==> src/rtl/smm_guard_pkg.sv <==
package smm_guard_pkg;

  // Next value of the post-exit hold counter.
  function automatic int hold_next(int cur, bit load, bit clear, int hold);
    if (load)          return hold;
    else if (clear)    return 0;
    else if (cur > 0)  return cur - 1;
    else               return 0;
  endfunction

  // Next value of the release-pulse counter.
  function automatic int pulse_next(int cur, bit fire, int width);
    if (fire)          return width;
    else if (cur > 0)  return cur - 1;
    else               return 0;
  endfunction

endpackage

==> src/rtl/smm_exit_window.sv <==
module smm_exit_window
  import smm_guard_pkg::*;
#(
  parameter int EXIT_HOLD = 20
) (
  input  logic clk,
  input  logic rst_hard,
  input  logic smi_req,
  input  logic smm_active,
  input  logic bus_start,
  output logic blocked,
  output logic win_busy
);
  localparam int CW = $clog2(EXIT_HOLD + 1);

  logic [CW-1:0] cnt_q;
  logic          act_d_q;

  assign win_busy = (cnt_q != '0);
  assign blocked  = smi_req | smm_active | (win_busy & ~bus_start);

  always_ff @(posedge clk or posedge rst_hard) begin
    if (rst_hard) begin
      cnt_q   <= '0;
      act_d_q <= 1'b0;
    end else begin
      cnt_q   <= CW'(hold_next(int'(cnt_q), smi_req | smm_active, bus_start, EXIT_HOLD));
      act_d_q <= smm_active;
    end
  end

  // the count is running in the first cycle after management mode ends
  p_exit_hold_armed_r2: assert property (@(posedge clk) disable iff (rst_hard)
    (act_d_q && !smm_active && !smi_req) |-> win_busy);

  // an interrupt during the count keeps the hold active into the next cycle
  p_rearm_no_gap_r11: assert property (@(posedge clk) disable iff (rst_hard)
    (win_busy && smi_req) |=> win_busy);

endmodule

==> src/rtl/srst_release.sv <==
module srst_release
  import smm_guard_pkg::*;
#(
  parameter int PULSE_W = 4
) (
  input  logic clk,
  input  logic rst_hard,
  input  logic blocked,
  input  logic srst_req,
  output logic srst_out,
  output logic pend,
  output logic pulse_on
);
  localparam int PW = $clog2(PULSE_W + 1);

  logic [PW-1:0] pcnt_q;
  logic          pend_q;
  logic          fire;

  assign pulse_on = (pcnt_q != '0);
  assign pend     = pend_q;
  assign fire     = ~blocked & pend_q & ~pulse_on;
  assign srst_out = pulse_on | (srst_req & ~blocked);

  always_ff @(posedge clk or posedge rst_hard) begin
    if (rst_hard) begin
      pend_q <= 1'b0;
      pcnt_q <= '0;
    end else begin
      if (srst_req && blocked) pend_q <= 1'b1;
      else if (fire)           pend_q <= 1'b0;
      pcnt_q <= PW'(pulse_next(int'(pcnt_q), fire, PULSE_W));
    end
  end

  // a held-back request is remembered or is already being delivered
  p_latch_request_r4: assert property (@(posedge clk) disable iff (rst_hard)
    (srst_req && blocked) |=> (pend || pulse_on));

  // an issued pulse always reaches the pin, blocked or not
  p_pulse_uncut_r10: assert property (@(posedge clk) disable iff (rst_hard)
    pulse_on |-> srst_out);

  // a pulse lasts more than one cycle once started
  generate
    if (PULSE_W > 1) begin : g_width
      p_pulse_width_r4: assert property (@(posedge clk) disable iff (rst_hard)
        $rose(pulse_on) |=> pulse_on);
    end
  endgenerate

endmodule

==> src/rtl/a20_gate.sv <==
module a20_gate (
  input  logic smm_active,
  input  logic a20_req,
  output logic a20_out
);
  assign a20_out = a20_req & ~smm_active;
endmodule

==> src/rtl/smm_rst_guard.sv <==
module smm_rst_guard #(
  parameter int EXIT_HOLD = 20,
  parameter int PULSE_W   = 4
) (
  input  logic clk,
  input  logic rst_hard,
  input  logic smi_req,
  input  logic smm_active,
  input  logic bus_start,
  input  logic srst_req,
  input  logic a20_req,
  output logic cpu_rst,
  output logic cpu_srst,
  output logic cpu_a20
);
  logic blocked;
  logic win_busy;
  logic pend;
  logic pulse_on;

  assign cpu_rst = rst_hard;

  smm_exit_window #(.EXIT_HOLD(EXIT_HOLD)) win_i (
    .clk        (clk),
    .rst_hard   (rst_hard),
    .smi_req    (smi_req),
    .smm_active (smm_active),
    .bus_start  (bus_start),
    .blocked    (blocked),
    .win_busy   (win_busy)
  );

  srst_release #(.PULSE_W(PULSE_W)) rel_i (
    .clk      (clk),
    .rst_hard (rst_hard),
    .blocked  (blocked),
    .srst_req (srst_req),
    .srst_out (cpu_srst),
    .pend     (pend),
    .pulse_on (pulse_on)
  );

  a20_gate a20_i (
    .smm_active (smm_active),
    .a20_req    (a20_req),
    .a20_out    (cpu_a20)
  );

  // an interrupt request silences the soft reset unless a pulse is in flight
  p_smi_blocks_r1: assert property (@(posedge clk) disable iff (rst_hard)
    (smi_req && !pulse_on) |-> !cpu_srst);

  // the A20 mask never reaches the processor during management mode
  p_a20_forced_r8: assert property (@(posedge clk) disable iff (rst_hard)
    smm_active |-> !cpu_a20);

  // with no hold, no pulse and no memory, the request passes unchanged
  p_passthrough_r5: assert property (@(posedge clk) disable iff (rst_hard)
    (!smi_req && !smm_active && !win_busy && !pulse_on && !pend) |-> (cpu_srst == srst_req));

endmodule

==> config.mk <==
export PLATFORM = sky130hd
export DESIGN_NAME = smm_rst_guard
export DESIGN_NICKNAME = d
export VERILOG_FILES = /design/src/rtl/smm_guard_pkg.sv /design/src/rtl/smm_exit_window.sv /design/src/rtl/srst_release.sv /design/src/rtl/a20_gate.sv /design/src/rtl/smm_rst_guard.sv
export SDC_FILE = /design/constraint.sdc
export NUM_CORES = 1
export LEC_CHECK = 0
export BUFFER_PORTS_ARGS = -buffer_cell sky130_fd_sc_hd__buf_2
export CAP_MARGIN = 10
export CORE_ASPECT_RATIO = 0.9
export CORE_MARGIN = 10
export CORE_UTILIZATION = 30
export CTS_BUF_LIST = sky130_fd_sc_hd__clkbuf_4
export CTS_CLUSTER_SIZE = 16
export DETAILED_ROUTE_END_ITERATION = 6
export HOLD_SLACK_MARGIN = 0.1
export PLACE_DENSITY = 0.61
export SYNTH_ARGS = -nofsm -noshare
export SYNTH_HDL_FRONTEND = slang
export SYNTH_SLANG_ARGS = --single-unit
==> constraint.sdc <==
create_clock -name clk -period 1.4 [get_ports clk]
set_input_delay 0.07 -clock clk [delete_from_list [all_inputs] [get_ports clk]]
set_output_delay 0.07 -clock clk [all_outputs]
set_load 0.1 [all_outputs]
==> flow_summary.yaml <==
outcome:
  status: "finished, violations left"
  violations: "setup timing"
worst_setup_path:
  timing.rr.end: "rel_i.pend"
  cp.required_ns: 1.33
  reg2reg_slack_ns: -0.02
  crit_type: "reg2out"
  cp-start-kind: "flop"
  critical-path-max-stage-delay_ns: 0.38
  reg2reg_from: "win_i.cnt_q[1]"
  critPathArrivalTime_ns: 1.60
  worst-path-buf-inv: 2
  worst-path-max-fanout: 3
  cp-end-kind: "output pin"
  crit_chain: "inv_1 > ha_2 > nor4b_4 > o21ai_2 > o21ai_4 > buf_12"
  reg2regPathDepth: 6
  path_depth: 6
  cp_slowest_cell: "dfrtp_1"
  crit_family: "flip-flops"
synthesis:
  yosysSeqAreaShare_pct: 50.1
  yosysUniqueCellTypes: 21
  synth_top_cell_by_area: "dfrtp_1"
  syn_inst: 43
  yosysMostFrequentCell: "dfrtp_1"
  syn-num-nets: 51
  syn_area_um2: 449
  yosysWarnings: 0
  synthFlopType: "dfrtp_1"
  yosys-top-cells-area: "dfrtp_1 (50%), nor4b_4 (5.3%), xnor2_1 (3.9%)"
  synth_top_area_share_pct: 50.1
  ys_async_sr_fraction_pct: 100
  synth_edf_count: 0
  ys_seq_elements: 9
  syn_avg_cell_area_um2: 10.4
  synth_common_cells: "dfrtp_1 (9), inv_1 (4), nor2_1 (4)"
detailed_routing:
  ant_nets: 0
  routed_wirelength_um: 1090
  first_pass_iters: 2
  drc_errors: 0
  wl_per_cell_um: 13.6
  drtIter0Drc: 2
  num_vias: 390
  vias_per_cell: 4.88
timing:
  fmax_mhz: 597
  worst_pin_slew_ns: 0.486
  hold_viol: 0
  finalClockSkew_ns: 0.00405
  fin_crit_sh_pct: 120
  drv_slew: 0
  setup_slack_ns: -0.274
  min_period_ns: 1.67
  rsz0062_at_grt: "yes"
  relSlewSlack_pct: 67.8
  setup_viol: 2
min_path:
  min_from: "bus_start"
  holdPathEnd: "win_i.cnt_q[4]"
  hold_class: "in2reg"
  min_path_cells: 3
die:
  fp.coreArea_um2: 1430
  die-height_um: 56.7
  fp.dieArea_um2: 3450
  initial_core_util_pct: 31.4
  pin_count: 10
  die_w_um: 60.8
  rows: 13
placement:
  io_buffer_count: 9
  hpwl_um: 774
  gp_congestion: 0.772
  dpl_cell_area_um2: 564
layout:
  drive_gt1_share_pct: 43.1
  diodes: 0
  final_area_um2: 688
  synthToLayoutAreaGrowth_pct: 53.2
  fin_nets: 74
grt:
  antenna_found_initial: 0
  grt-ovfl-total: 0
  grt_max_degree: 10
  grt_pass1_wl_um: 1870
  grt_usage_pct: 7.49
  grt_pass1_vias: 408
clocking:
  cts.path.max_buffers: 2
  cts_tree: "built"
  clk_pin_slew_worst_paths_ns: 0.06
  htree_levels: 1
  clkSinkCount: 9
  cts-root-buf: "clkbuf_4"
  cts_inserted_buffers: 3
  clk_latency_ns: 0.27
run:
  maxCapViolations: 0
power:
  p_leak_nw: 0.303
  p_total_mw: 1.12
  ir_worst_vdd_v: 0.000544
  p_per_area_nw_per_um2: 1620
layer usage:
| layer | GRT usage, % | vias up | wire length (um) |
|---|---|---|---|
| li1 | - | 192 | - |
| met1 | 8.23 | 187 | 440 |
| met2 | 9.90 | 7 | 564 |
| met3 | 3.37 | 4 | 38 |
| met4 | 7.52 | 0 | 44 |
| met5 | 0 | - | 0 |
state kept, by name, indices dropped and copies added, names as in the netlist:
signal        count
rel_i.pcnt_q      3
win_i.cnt_q       5
rel_i.pend        1
cells in the final DEF, fill, tap and decap left out:
master	count
buf_2	8
or2_4	1
dfrtp_1	9
a22o_1	1
nor4b_4	1
inv_1	4
o21ai_1	1
nor3b_1	1
nor4_2	1
o21ai_4	1
o211ai_1	1
buf_4	5
o21ai_0	2
nor2_1	4
xnor2_1	2
dlygate4sd3_1	5
clkbuf_4	4
nand3b_1	1
buf_12	1
nand2_1	3
nor4_4	2
nor2b_2	1
o21ai_2	2
ha_2	1
nor3_1	2
nand2b_1	1
worst max path at each step:
stage / slack, ns / startpoint / endpoint
floorplan: -0.19 / win_i.cnt_q[0] / cpu_srst
global placement: 0.03 / win_i.cnt_q[0] / cpu_srst
detailed placement: -0.02 / win_i.cnt_q[0] / cpu_srst
CTS: -0.28 / win_i.cnt_q[0] / cpu_srst
global route: -0.38 / win_i.cnt_q[0] / cpu_srst
finish: -0.27 / win_i.cnt_q[1] / cpu_srst
kinds of logic (layout without fill, tap and decap cells):
| kind of cell | Yosys count | count (layout) | share of synthesized area (%) |
|---|---|---|---|
| AND/OR/NAND/NOR | 18 | 18 | 27.0 |
| AO/OA/AOI/OAI | 8 | 8 | 11.1 |
| buffers and inverters | 5 | 27 | 5.01 |
| XOR/XNOR | 2 | 2 | 3.90 |
| adder cells (fa/ha/maj) | 1 | 1 | 2.79 |
| flip-flops | 9 | 9 | 50.1 |
metrics by stage:
| stage | utilization (%) | instances | setup WS (ns) | hold WS (ns) | setup TNS [ns] |
|---|---|---|---|---|---|
| final | 48.1 | 80 | -0.274 | 0.145 | -0.295 |
| after global routing | 48.1 | 80 | -0.378 | 0.182 | -0.659 |
| after CTS | 46.0 | 80 | -0.282 | 0.139 | -0.289 |
| after detailed placement | 39.4 | 70 | -0.0217 | 0.0558 | -0.0217 |
| after global placement | 39.4 | 70 | 0.0350 | 0.0589 | 0 |
| after floorplan | - | 43 | -0.186 | -0.102 | -0.186 |
what timing repair did:
| action | CTS | global route |
|---|---|---|
| endpoints found under the setup margin | 1 | 6 |
| gates cloned | 0 | 0 |
| hold buffers | 5 | 0 |
| gates resized for setup | 1 | 5 |
| endpoints found under the hold margin | 13 | 0 |
| setup buffers | 1 | 0 |
| pin swaps | 1 | 2 |
power by group:
group | internal [mW] | switching, mW
Combinational | 0.221 | 0.326
Sequential | 0.301 | 0.0458
Clock | 0.129 | 0.0923
cell type report:
type | count | area (um2)
clock buffers | 4 | 30.0
fillers | 145 | 743
inverters | 4 | 15.0
multi-input cells | 29 | 251
flip-flops and latches | 9 | 225
well taps | 15 | 18.8
repair buffers | 19 | 148
worst min-delay path: stages:
cell      delay [ns]
buf_2           0.12
nand2b_1        0.10
o21ai_0         0.07
Power figures use the tool's default switching activity.
